===== config.mk =====
export PLATFORM = sky130hd
export DESIGN_NAME = multicart_outer_bank
export DESIGN_NICKNAME = d
export VERILOG_FILES = /design/src/rtl/mcx_pkg.sv /design/src/rtl/mcx_cfg_reg.sv /design/src/rtl/mcx_prg_map.sv /design/src/rtl/mcx_chr_map.sv /design/src/rtl/multicart_outer_bank.sv
export SDC_FILE = /design/constraint.sdc
export NUM_CORES = 1
export LEC_CHECK = 0
export CAP_MARGIN = 20
export CORE_MARGIN = 8
export CORE_UTILIZATION = 25
export CTS_CLUSTER_DIAMETER = 150
export CTS_CLUSTER_SIZE = 24
export DETAILED_ROUTE_END_ITERATION = 6
export GPL_ROUTABILITY_DRIVEN = 0
export GPL_TIMING_DRIVEN = 0
export PLACE_DENSITY = 0.8
export SYNTH_ARGS = -nofsm -noshare
export SYNTH_HDL_FRONTEND = slang
export SYNTH_SLANG_ARGS = --single-unit

===== constraint.sdc =====
create_clock -name clk -period 2.32 [get_ports clk]
set_input_delay 0.348 -clock clk [delete_from_list [all_inputs] [get_ports clk]]
set_output_delay 0.348 -clock clk [all_outputs]
set_load 0.02 [all_outputs]

===== src/rtl/mcx_pkg.sv =====
package mcx_pkg;
  localparam int BLK_W = 3;

  typedef struct packed {
    logic             m;    // wide CHR window
    logic             r;    // CHR RAM route
    logic             s;    // size / single-screen mode
    logic [BLK_W-1:0] blk;  // outer block
  } cfg_t;

  typedef enum logic [1:0] {
    MIR_VERT  = 2'd0,
    MIR_HORZ  = 2'd1,
    MIR_ONE_A = 2'd2,
    MIR_ONE_B = 2'd3
  } mirror_e;
endpackage


===== src/rtl/mcx_cfg_reg.sv =====
module mcx_cfg_reg
  import mcx_pkg::*;
#(
  parameter int ADDR_W  = 16,
  parameter int WIN_W   = 3,
  parameter logic [WIN_W-1:0] WIN_TAG = 3'b011,
  parameter logic [1:0] CTL_OPEN = 2'b10
) (
  input  logic              clk,
  input  logic              rst,
  input  logic              cpu_wr,
  input  logic [ADDR_W-1:0] cpu_addr,
  input  logic [1:0]        ram_ctl,
  output cfg_t              cfg_o
);
  localparam int CFG_W = $bits(cfg_t);

  cfg_t cfg_q;
  logic in_win, open, unlocked, take;
  logic unused_addr;

  assign in_win      = cpu_addr[ADDR_W-1 -: WIN_W] == WIN_TAG;
  assign open        = ram_ctl == CTL_OPEN;
  assign unlocked    = cfg_q.blk == '0;
  assign take        = cpu_wr && in_win && open && unlocked;
  assign unused_addr = ^cpu_addr[ADDR_W-WIN_W-1:CFG_W];

  always_ff @(posedge clk) begin
    if (rst)       cfg_q <= '0;
    else if (take) cfg_q <= cfg_t'(cpu_addr[CFG_W-1:0]);
  end

  assign cfg_o = cfg_q;

  p_gate_r1: assert property (@(posedge clk) disable iff (rst)
    (ram_ctl != CTL_OPEN) |=> $stable(cfg_q));
  p_capture_r2: assert property (@(posedge clk) disable iff (rst)
    (cpu_wr && in_win && open && cfg_q.blk == '0) |=> cfg_q == $past(cpu_addr[CFG_W-1:0]));
  p_lock_r3: assert property (@(posedge clk) disable iff (rst)
    (cfg_q.blk != '0) |=> $stable(cfg_q));
  p_reset_r4: assert property (@(posedge clk)
    rst |=> cfg_q == '0);
endmodule


===== src/rtl/mcx_prg_map.sv =====
module mcx_prg_map
  import mcx_pkg::*;
#(
  parameter int LO_W = 4
) (
  input  cfg_t              cfg,
  input  logic [LO_W:0]     inner,
  output logic [BLK_W+LO_W-1:0] bank
);
  localparam int OUT_W = BLK_W + LO_W;

  logic [LO_W:0]    inner_used;
  logic [OUT_W-1:0] outer;

  always_comb begin
    inner_used = cfg.s ? inner : {1'b0, inner[LO_W-1:0]};
    outer      = {cfg.blk, {LO_W{1'b0}}};
    bank       = outer | OUT_W'(inner_used);
  end

  always_comb begin
    p_blk_kept_r5: assert ((bank[OUT_W-1:LO_W] & cfg.blk) == cfg.blk);
    p_low_r6: assert (bank[LO_W-1:0] == inner[LO_W-1:0]);
  end
endmodule


===== src/rtl/mcx_chr_map.sv =====
module mcx_chr_map
  import mcx_pkg::*;
#(
  parameter int BANK_W     = 8,
  parameter int SLOTS      = 8,
  parameter int PAGE_W     = 10,
  parameter int RAM_BANK_W = 3
) (
  input  cfg_t                          cfg,
  input  logic [SLOTS*BANK_W-1:0]       banks,
  input  logic [$clog2(SLOTS)+PAGE_W-1:0] ppu_addr,
  input  logic                          ppu_wr,
  input  logic                          core_mirror_h,
  output logic                          rom_sel,
  output logic [BLK_W+BANK_W-2:0]       rom_bank,
  output logic [RAM_BANK_W+PAGE_W-1:0]  ram_addr,
  output logic                          ram_we,
  output mirror_e                       mirror
);
  localparam int SLOT_W = $clog2(SLOTS);
  localparam int ROM_W  = BLK_W + BANK_W - 1;

  logic [BANK_W-1:0] bank_arr [SLOTS];
  logic [SLOTS-1:0]  top_bits;
  logic [SLOT_W-1:0] slot;
  logic [BANK_W-1:0] inner;
  logic [BANK_W-1:0] inner_used;

  for (genvar k = 0; k < SLOTS; k++) begin : g_slot
    assign bank_arr[k] = banks[k*BANK_W +: BANK_W];
    assign top_bits[k] = bank_arr[k][BANK_W-1];
  end

  assign slot  = ppu_addr[PAGE_W +: SLOT_W];
  assign inner = bank_arr[slot];

  always_comb begin
    inner_used = (cfg.m && cfg.s) ? inner : {1'b0, inner[BANK_W-2:0]};
    rom_bank   = {cfg.blk, {(BANK_W-1){1'b0}}} | ROM_W'(inner_used);
    rom_sel    = !cfg.r;
    ram_addr   = {inner[RAM_BANK_W-1:0], ppu_addr[PAGE_W-1:0]};
    ram_we     = cfg.r && ppu_wr;
    if (cfg.s) mirror = top_bits[slot] ? MIR_ONE_B : MIR_ONE_A;
    else       mirror = core_mirror_h ? MIR_HORZ : MIR_VERT;
  end

  always_comb begin
    p_ram_excl_r7: assert (!(rom_sel && ram_we));
    p_single_r10: assert (!cfg.s || mirror inside {MIR_ONE_A, MIR_ONE_B});
    p_pass_r11: assert (cfg.s || mirror inside {MIR_VERT, MIR_HORZ});
  end
endmodule


===== src/rtl/multicart_outer_bank.sv =====
module multicart_outer_bank
  import mcx_pkg::*;
#(
  parameter int PRG_LO_W   = 4,
  parameter int CHR_BANK_W = 8,
  parameter int CHR_SLOTS  = 8,
  parameter int PAGE_W     = 10,
  parameter int RAM_BANK_W = 3
) (
  input  logic                                clk,
  input  logic                                rst,
  input  logic                                cpu_wr,
  input  logic [15:0]                         cpu_addr,
  input  logic [1:0]                          prg_ram_ctl,
  input  logic [PRG_LO_W:0]                   prg_inner,
  output logic [BLK_W+PRG_LO_W-1:0]           prg_bank,
  input  logic [CHR_SLOTS*CHR_BANK_W-1:0]     chr_banks,
  input  logic [$clog2(CHR_SLOTS)+PAGE_W-1:0] ppu_addr,
  input  logic                                ppu_wr,
  input  logic                                core_mirror_h,
  output logic                                chr_rom_sel,
  output logic [BLK_W+CHR_BANK_W-2:0]         chr_rom_bank,
  output logic [RAM_BANK_W+PAGE_W-1:0]        chr_ram_addr,
  output logic                                chr_ram_we,
  output logic [1:0]                          mirror_mode
);
  cfg_t    cfg;
  mirror_e mir;

  mcx_cfg_reg u_cfg (
    .clk(clk), .rst(rst), .cpu_wr(cpu_wr), .cpu_addr(cpu_addr),
    .ram_ctl(prg_ram_ctl), .cfg_o(cfg)
  );

  mcx_prg_map #(.LO_W(PRG_LO_W)) u_prg (
    .cfg(cfg), .inner(prg_inner), .bank(prg_bank)
  );

  mcx_chr_map #(
    .BANK_W(CHR_BANK_W), .SLOTS(CHR_SLOTS),
    .PAGE_W(PAGE_W), .RAM_BANK_W(RAM_BANK_W)
  ) u_chr (
    .cfg(cfg), .banks(chr_banks), .ppu_addr(ppu_addr), .ppu_wr(ppu_wr),
    .core_mirror_h(core_mirror_h), .rom_sel(chr_rom_sel),
    .rom_bank(chr_rom_bank), .ram_addr(chr_ram_addr),
    .ram_we(chr_ram_we), .mirror(mir)
  );

  assign mirror_mode = mir;
endmodule


==> results of run 1 <==
==> cells in the mapped netlist (2+ instances only) <==
| library cell | number | share of area (%) |
|---|---|---|
| o31ai_1 | 3 | 2.1 |
| mux2_2 | 10 | 11 |
| nand2_1 | 6 | 2.1 |
| buf_4 | 22 | 16 |
| a41oi_1 | 2 | 1.7 |
| and2_1 | 2 | 1.2 |
| dfxtp_1 | 6 | 11 |
| mux4_1 | 14 | 35 |
| inv_1 | 3 | 1.1 |
| a21oi_1 | 4 | 1.9 |
| nand4_1 | 4 | 2.4 |
| o41ai_1 | 2 | 1.7 |
| nor2_1 | 2 | 0.71 |
==> where the power goes <==
group | switching [mW] | internal (mW)
Clock | 0.0391 | 0.111
Sequential | 0.000723 | 0.105
Combinational | 0.128 | 0.251
Total | 0.168 | 0.466
==> per-stage QoR <==
step | setup TNS [ns] | utilization (%) | instance area, µm² | std cells
floorplan | 0 | - | 1050 | 96
global placement | -4.15 | 56.2 | 2270 | 261
detailed placement | -4.13 | 56.2 | 2270 | 261
CTS | 0 | 57.1 | 2300 | 264
global route | 0 | 56.7 | 2280 | 264
finish | 0 | 56.7 | 2280 | 264
==> cell families (layout without fill, tap and decap cells) <==
group	Yosys count	count (layout)
buffers and inverters	30	148
muxes	24	24
and+or+nand+nor	23	23
AOI/OAI and AO/OA	13	13
DFF	6	6
==> critical path: cells and delay by family <==
family                 cells  cell delay, ns
muxes                      2            0.77
buffers and inverters      3            0.77
==> area by class of cell <==
cell class / count / area (µm²) / share of cell area [%]
Buffer: 27 / 211 / 9.26
Clock buffer: 3 / 41.3 / 1.81
Tap cell: 50 / 62.6 / 2.74
Sequential cell: 6 / 120 / 5.26
Inverter: 3 / 11.3 / 0.493
Multi-Input combinational cell: 60 / 714 / 31.3
Timing Repair Buffer: 115 / 1120 / 49.2
==> how the worst max path moves through the flow <==
stage,startpoint,to,slack [ns]
final,chr_banks[34],chr_rom_bank[2],0.08
after global routing,chr_banks[34],chr_rom_bank[2],0.03
after CTS,chr_banks[10],chr_rom_bank[2],0.01
after detailed placement,ppu_addr[12],chr_rom_bank[7],-0.60
after global placement,ppu_addr[12],chr_rom_bank[7],-0.58
after floorplan,ppu_addr[11],chr_rom_bank[7],0.27
==> metal layers <==
metal	track usage [%]	vias up	wire, µm
li1	-	608	-
met1	13.6	563	1740
met2	26.7	83	2350
met3	4.97	0	614
met4	2.14	0	0
met5	0	-	0
==> what timing repair did <==
action | in CTS | in global routing
setup endpoints to repair | 12 | 5
gates resized for setup | 21 | 8
hold buffers | 0 | 0
==> impl_metrics.env, run 1 <==
export IMPL_totalWireLength_um=4700
export IMPL_crit_path_end_kind="output port"
export IMPL_synthMuxAreaShare_pct=45.7
export IMPL_initial_core_util_pct=26.1
export IMPL_die_y_um=80.9
export IMPL_core_area_um2=4030
export IMPL_holdWs_ns=0.473
export IMPL_reg2reg_to="u_cfg.cfg_o[3]"
export IMPL_start_kind="input port"
export IMPL_grt_pass1_wl_um=6960
export IMPL_die_w_um=80.9
export IMPL_cts_buffers=3
export IMPL_htree_levels=1
export IMPL_final_common_cell="clkdlybuf4s50_1"
export IMPL_yosysSeqAreaShare_pct=11.4
export IMPL_portBuffers=115
export IMPL_grt_pass1_vias=1456
export IMPL_fill_cells=384
export IMPL_clock_sinks=6
export IMPL_num_io_pins=139
export IMPL_largest_register_ff_count=6
export IMPL_crit_path_max_incr_delay_ns=0.48
export IMPL_period_share_pct=96.7
export IMPL_status="completed"
export IMPL_synthCells=96
export IMPL_maxSlewViolCount=0
export IMPL_die_area_um2=6540
export IMPL_ant_nets=0
export IMPL_area_growth_synth_to_final_pct=117
export IMPL_worstHoldPathType="flop to flop"
export IMPL_synth_simple_area_share_pct=13.2
export IMPL_cp_slowest_cell="mux4_1"
export IMPL_final_setup_worst_slack_ns=0.0758
export IMPL_reg2reg_depth=3
export IMPL_worstHoldStart="u_cfg.cfg_o[5]"
export IMPL_power_leakage_nw=0.920
export IMPL_critical_path_class="input port to output port"
export IMPL_track_usage_pct=13.7
export IMPL_avgViaCountPerCell=4.75
export IMPL_hpwl_um=4220
export IMPL_post_drt_wl_per_cell_um=17.8
export IMPL_worst_pin_slew_ns=0.614
export IMPL_cts_tree="built"
export IMPL_final_cell_mix="clkdlybuf4s50_1 (103), buf_4 (22), mux4_1 (13)"
export IMPL_hold_end="u_cfg.cfg_o[5]"
export IMPL_hold_violations=0
export IMPL_totalPowerFinal_mw=0.634
export IMPL_path_cells="clkdlybuf4s50_1 > mux4_1 > mux2_2 > buf_4 > clkdlybuf4s15_2"
export IMPL_synth_compound_area_share_pct=8.80
export IMPL_drtIter0Drc=24
export IMPL_ys_flop_type="dfxtp_1"
export IMPL_insertion_delay_ns=0.22
export IMPL_drive_above_1_share_pct=22.4
export IMPL_vias=1254
export IMPL_rrSetupSlack_ns=1.04
export IMPL_row_count=23
export IMPL_yosysUniqueCellTypes=29
export IMPL_synthArstFlopShare_pct=0
export IMPL_fmax_ghz=0.446
export IMPL_synth_xor_area_share_pct=0
export IMPL_rsz0062_at_grt="no"
export IMPL_syn_nets=201
export IMPL_p_per_area_nw_per_um2=277
export IMPL_critPathArrivalTime_ns=1.90
export IMPL_timing_final_crit_period_ns=2.24
export IMPL_gr_total_overflow=0
export IMPL_syn_area_um2=1050
export IMPL_synth_seq_cells=6
export IMPL_slew_limit_headroom_pct=58.5
export IMPL_cts_path_max_buffers=2
export IMPL_whs_path_depth=2
export IMPL_clk_pin_slew_ns=0.03
export IMPL_worstReg2RegStart="u_cfg.cfg_o[2]"
export IMPL_worstPathMaxFanout=2
export IMPL_grt_start_max_net_pins=11
export IMPL_maxCapViolCount=0
export IMPL_synth_warnings=0
export IMPL_post_cts_buffers=0
export IMPL_ir_drop_mv=0.258
export IMPL_route_detailed_drc=0
export IMPL_synth_top_family_by_area="multiplexers"
export IMPL_antenna_found_initial=0
export IMPL_required_ns=1.97
export IMPL_skew_ns=0.000427
export IMPL_avgSynthCellArea_um2=11.0
export IMPL_setup_violations_final=0
export IMPL_drt_pass1_iter_count=4
export IMPL_clockRootBuffer="clkbuf_8"
export IMPL_synth_adder_area_share_pct=0
export IMPL_synth_edf_count=0
export IMPL_n_antenna_cell=0
export IMPL_place_ws_ns=-0.604
export IMPL_fin_nets=321
No activity file was read; power rests on OpenSTA's default activity.
==> run 2, diff against run 1 <==
Clock period 2.32 ns to 2.18 ns, I/O delays scaled along.
==> impl_metrics.env, run 2 (synthesis gave the netlist of run 1 again) <==
export IMPL_die_y_um=80.9
export IMPL_ir_drop_mv=0.275
export IMPL_hold_violations=0
export IMPL_timing_final_crit_period_ns=2.15
export IMPL_n_antenna_cell=0
export IMPL_die_area_um2=6540
export IMPL_maxSlewViolCount=0
export IMPL_post_place_cells=261
export IMPL_route_detailed_drc=0
export IMPL_worstPathMaxFanout=1
export IMPL_portBuffers=115
export IMPL_cp_slowest_cell="mux4_1"
export IMPL_start_kind="input port"
export IMPL_final_cell_mix="clkdlybuf4s50_1 (103), buf_4 (22), mux4_1 (13)"
export IMPL_clockRootBuffer="clkbuf_8"
export IMPL_fmax_ghz=0.464
export IMPL_drt_pass1_iter_count=4
export IMPL_maxCapViolCount=0
export IMPL_cts_path_max_buffers=2
export IMPL_drtIter0Drc=28
export IMPL_worstHoldPathType="flop to flop"
export IMPL_period_share_pct=98.8
export IMPL_status="completed"
export IMPL_grt_pass1_wl_um=6980
export IMPL_worst_pin_slew_ns=0.614
export IMPL_crit_buf_inv=2
export IMPL_fin_nets=321
export IMPL_cts_buffers=3
export IMPL_instances_no_fill=264
export IMPL_clk_pin_slew_ns=0.03
export IMPL_row_count=23
export IMPL_slew_limit_headroom_pct=58.5
export IMPL_core_area_um2=4030
export IMPL_ant_nets=0
export IMPL_grt_pass1_vias=1464
export IMPL_crit_path_max_incr_delay_ns=0.51
export IMPL_skew_ns=0.0000934
export IMPL_largest_register_ff_count=6
export IMPL_critPathArrivalTime_ns=1.83
export IMPL_cts_tree="built"
export IMPL_path_cells="clkdlybuf4s50_1 > mux4_1 > mux2_2 > dlygate4sd2_1"
export IMPL_cts_hold_buf=0
export IMPL_insertion_delay_ns=0.22
export IMPL_gr_total_overflow=0
export IMPL_place_ws_ns=-0.702
export IMPL_place_area_um2=2270
export IMPL_required_ns=1.85
export IMPL_initial_core_util_pct=26.1
export IMPL_die_w_um=80.9
export IMPL_power_leakage_nw=0.920
export IMPL_fin_tns_setup_ns=0
export IMPL_totalWireLength_um=4720
export IMPL_clock_sinks=6
export IMPL_drive_above_1_share_pct=24.3
export IMPL_post_cts_buffers=0
export IMPL_final_setup_worst_slack_ns=0.0264
export IMPL_num_io_pins=139
export IMPL_critical_path_class="input port to output port"
export IMPL_final_common_cell="clkdlybuf4s50_1"
export IMPL_area_growth_synth_to_final_pct=116
export IMPL_crit_path_end_kind="output port"
export IMPL_antenna_found_initial=0
export IMPL_grt_start_max_net_pins=11
export IMPL_hpwl_um=4220
export IMPL_fin_area_um2=2280
export IMPL_setup_violations_final=0
export IMPL_path_delay_family="multiplexers"
export IMPL_track_usage_pct=13.7
export IMPL_post_drt_wl_per_cell_um=17.9
export IMPL_vias=1254
export IMPL_avgViaCountPerCell=4.75
export IMPL_p_per_area_nw_per_um2=297
export IMPL_rsz0062_at_grt="no"
export IMPL_htree_levels=1
export IMPL_fin_util_pct=56.5
## run 2: tightest hold or removal path, stage by stage, from the launching register on
cell and delay, ns:
dfxtp_1 0.30, o31ai_1 0.06, a21oi_1 0.06
## run 2: area by class of cell
class,instances,area [µm²]
flip-flops and latches,6,120
multi-input cells,60,718
inverters,3,11.3
well taps,50,62.6
plain buffers,27,214
repair buffers,115,1110
clock buffers,3,41.3
fillers,389,1750
## run 2: stage by stage
stage | hold slack [ns] | total power, mW
2_1_floorplan | 0.396 | 0.295
3_3_place_gp | 0.466 | 0.528
6_report | 0.473 | 0.676
5_1_grt | 0.498 | 0.716
4_1_cts | 0.475 | 0.685
3_5_place_dp | 0.471 | 0.536
## run 2: report_power, final
group | switching (mW) | total, mW | internal [mW] | leakage [nW]
Sequential | 0.000766 | 0.112 | 0.111 | 0.0484
Combinational | 0.137 | 0.404 | 0.267 | 0.850
Clock | 0.0415 | 0.159 | 0.118 | 0.0216
Total | 0.179 | 0.676 | 0.496 | 0.920
## run 2: worst paths after layout
check	end	cells after the start	slack (ns)	from
worst max-delay path	chr_rom_bank[5]	4	0.03	chr_banks[13]
worst min-delay path	u_cfg.cfg_o[5]	2	0.47	u_cfg.cfg_o[5]
worst max register to register	u_cfg.cfg_o[3]	3	0.90	u_cfg.cfg_o[2]
worst min register to register	u_cfg.cfg_o[5]	2	0.47	u_cfg.cfg_o[5]
## run 2: timing repair
action	in CTS	in global routing
endpoints found under the hold margin	0	0
cloned	0	0
resized for setup	36	9
endpoints found under the setup margin	12	7
pin swaps	0	0
## run 2: routing by layer
metal / up-vias / part of all wire [%] / GRT usage (%)
met4: 0 / 0 / 2.14
met2: 81 / 50 / 26.5
met1: 566 / 37 / 13.7
li1: 607 / - / -
met5: - / 0 / 0
met3: 0 / 13 / 5.19
==> run 3, diff against run 2 <==
Settings changed: CORE_UTILIZATION 25 to 27, GPL_ROUTABILITY_DRIVEN 0 to unset, PLACE_DENSITY 0.8 to 0.85, SETUP_SLACK_MARGIN set to 0.02.
Clock period 2.18 ns to 2.8 ns, I/O delays scaled along.
==> impl_metrics.env, run 3 (synthesis gave the netlist of run 1 again) <==
export IMPL_core_area_um2=3720
export IMPL_avgViaCountPerCell=4.86
export IMPL_maxSlewViolCount=0
export IMPL_skew_ns=0.00143
export IMPL_post_place_cells=259
export IMPL_final_common_cell="clkdlybuf4s50_1"
export IMPL_largest_register_ff_count=6
export IMPL_cts_hold_buf=0
export IMPL_slew_limit_headroom_pct=55.3
export IMPL_instances_no_fill=262
export IMPL_clockRootBuffer="clkbuf_8"
export IMPL_drt_pass1_iter_count=4
export IMPL_totalWireLength_um=4780
export IMPL_route_detailed_drc=0
export IMPL_crit_path_end_kind="output port"
export IMPL_fmax_ghz=0.370
export IMPL_worstReg2RegStart="u_cfg.cfg_o[2]"
export IMPL_critPathArrivalTime_ns=2.29
export IMPL_vias=1274
export IMPL_die_w_um=78.4
export IMPL_clock_sinks=6
export IMPL_startpoint="chr_banks[2]"
export IMPL_track_usage_pct=14.8
export IMPL_fill_cells=304
export IMPL_area_growth_synth_to_final_pct=119
export IMPL_place_area_um2=2260
export IMPL_setup_violations_final=0
export IMPL_hpwl_um=4390
export IMPL_reg2reg_depth=3
export IMPL_timing_final_crit_period_ns=2.71
export IMPL_cts_path_max_buffers=2
export IMPL_power_leakage_nw=0.917
export IMPL_clk_pin_slew_ns=0.03
export IMPL_required_ns=2.38
export IMPL_grt_pass1_wl_um=7250
export IMPL_ant_nets=0
export IMPL_fin_area_um2=2300
export IMPL_antenna_found_initial=0
export IMPL_period_share_pct=96.6
export IMPL_reg2reg_to="u_cfg.cfg_o[0]"
export IMPL_initial_core_util_pct=28.3
export IMPL_ir_drop_mv=0.206
export IMPL_row_count=22
export IMPL_final_cell_mix="clkdlybuf4s50_1 (113), buf_4 (22), mux4_1 (14)"
export IMPL_grt_start_max_net_pins=11
export IMPL_worstPathMaxFanout=2
export IMPL_portBuffers=115
export IMPL_worst_pin_slew_ns=0.654
export IMPL_worstHoldPathType="flop to flop"
export IMPL_rrSetupSlack_ns=1.55
export IMPL_drtIter0Drc=22
export IMPL_fin_nets=321
export IMPL_maxCapViolCount=0
export IMPL_drive_above_1_share_pct=19.2
export IMPL_cts_buffers=3
export IMPL_gp_congestion=0.822
export IMPL_cts_tree="built"
export IMPL_crit_path_end="chr_rom_bank[2]"
export IMPL_num_io_pins=139
export IMPL_n_antenna_cell=0
export IMPL_critical_path_class="input port to output port"
export IMPL_post_drt_wl_per_cell_um=18.3
export IMPL_p_per_area_nw_per_um2=235
export IMPL_insertion_delay_ns=0.22
export IMPL_status="completed"
export IMPL_hold_violations=0
export IMPL_start_kind="input port"
export IMPL_grt_pass1_vias=1342
export IMPL_die_area_um2=6150
export IMPL_rsz0062_at_grt="no"
export IMPL_htree_levels=1
export IMPL_gr_total_overflow=0
export IMPL_die_y_um=78.4
run 3: cell count changes in the layout (fill, tap and decap cells not counted), sizes merged:
| cell | before | now |
|---|---|---|
| buf | 30 | 25 |
| clkbuf | 8 | 5 |
| clkdlybuf4s15 | 2 | 0 |
| clkdlybuf4s50 | 103 | 113 |
run 3: worst min-delay path by stage:
stage                     end            from  depth (start not counted)  slack (ns)
2_1_floorplan  u_cfg.cfg_o[5]  u_cfg.cfg_o[5]                          2        0.44
3_3_place_gp   u_cfg.cfg_o[5]  u_cfg.cfg_o[5]                          2        0.46
3_5_place_dp   u_cfg.cfg_o[5]  u_cfg.cfg_o[5]                          2        0.47
4_1_cts        u_cfg.cfg_o[5]  u_cfg.cfg_o[5]                          2        0.47
5_1_grt        u_cfg.cfg_o[5]  u_cfg.cfg_o[5]                          2        0.51
6_report       u_cfg.cfg_o[5]  u_cfg.cfg_o[5]                          2        0.47
run 3: worst max-delay path: stages:
cell and delay [ns]:
clkdlybuf4s50_1 0.43, mux4_1 0.49, mux2_2 0.28, buf_4 0.13, clkdlybuf4s50_1 0.53
run 3: layout make-up:
type,count,area (µm²),area share [%]
inverter,3,11.3,0.489
buffer,27,211,9.17
clock buffer,3,41.3,1.79
timing repair buffer,115,1150,49.8
multi-input combinational,60,712,30.9
tap,48,60.1,2.61
sequential,6,120,5.21
run 3: power by group:
| part | switching, mW | internal (mW) | total, mW |
|---|---|---|---|
| logic | 0.105 | 0.221 | 0.326 |
| registers | 0.000557 | 0.0867 | 0.0872 |
| clock network | 0.0363 | 0.0922 | 0.128 |
run 3: metrics by stage:
stage | setup slack, ns | hold WS (ns) | TNS, ns | power [mW] | util, %
2_1_floorplan | 0.607 | 0.442 | 0 | 0.230 | -
3_3_place_gp | -0.230 | 0.460 | -0.523 | 0.412 | 60.9
3_5_place_dp | -0.277 | 0.470 | -0.665 | 0.418 | 60.9
4_1_cts | 0.0837 | 0.474 | 0 | 0.548 | 62.0
5_1_grt | 0.0470 | 0.506 | 0 | 0.567 | 62.0
6_report | 0.0948 | 0.473 | 0 | 0.542 | 62.0
run 3: metal layers:
layer  routed length, µm  GRT usage (%)
met1                1780           14.9
met2                2550           29.0
met3                 430           4.67
met4                  22           2.22
met5                   0              0
run 3: timing repair:
| action | 4_1_cts | 5_1_grt |
|---|---|---|
| resized for setup | 4 | 0 |
| setup endpoints to repair | 5 | 0 |
| buffers inserted | 0 | 0 |
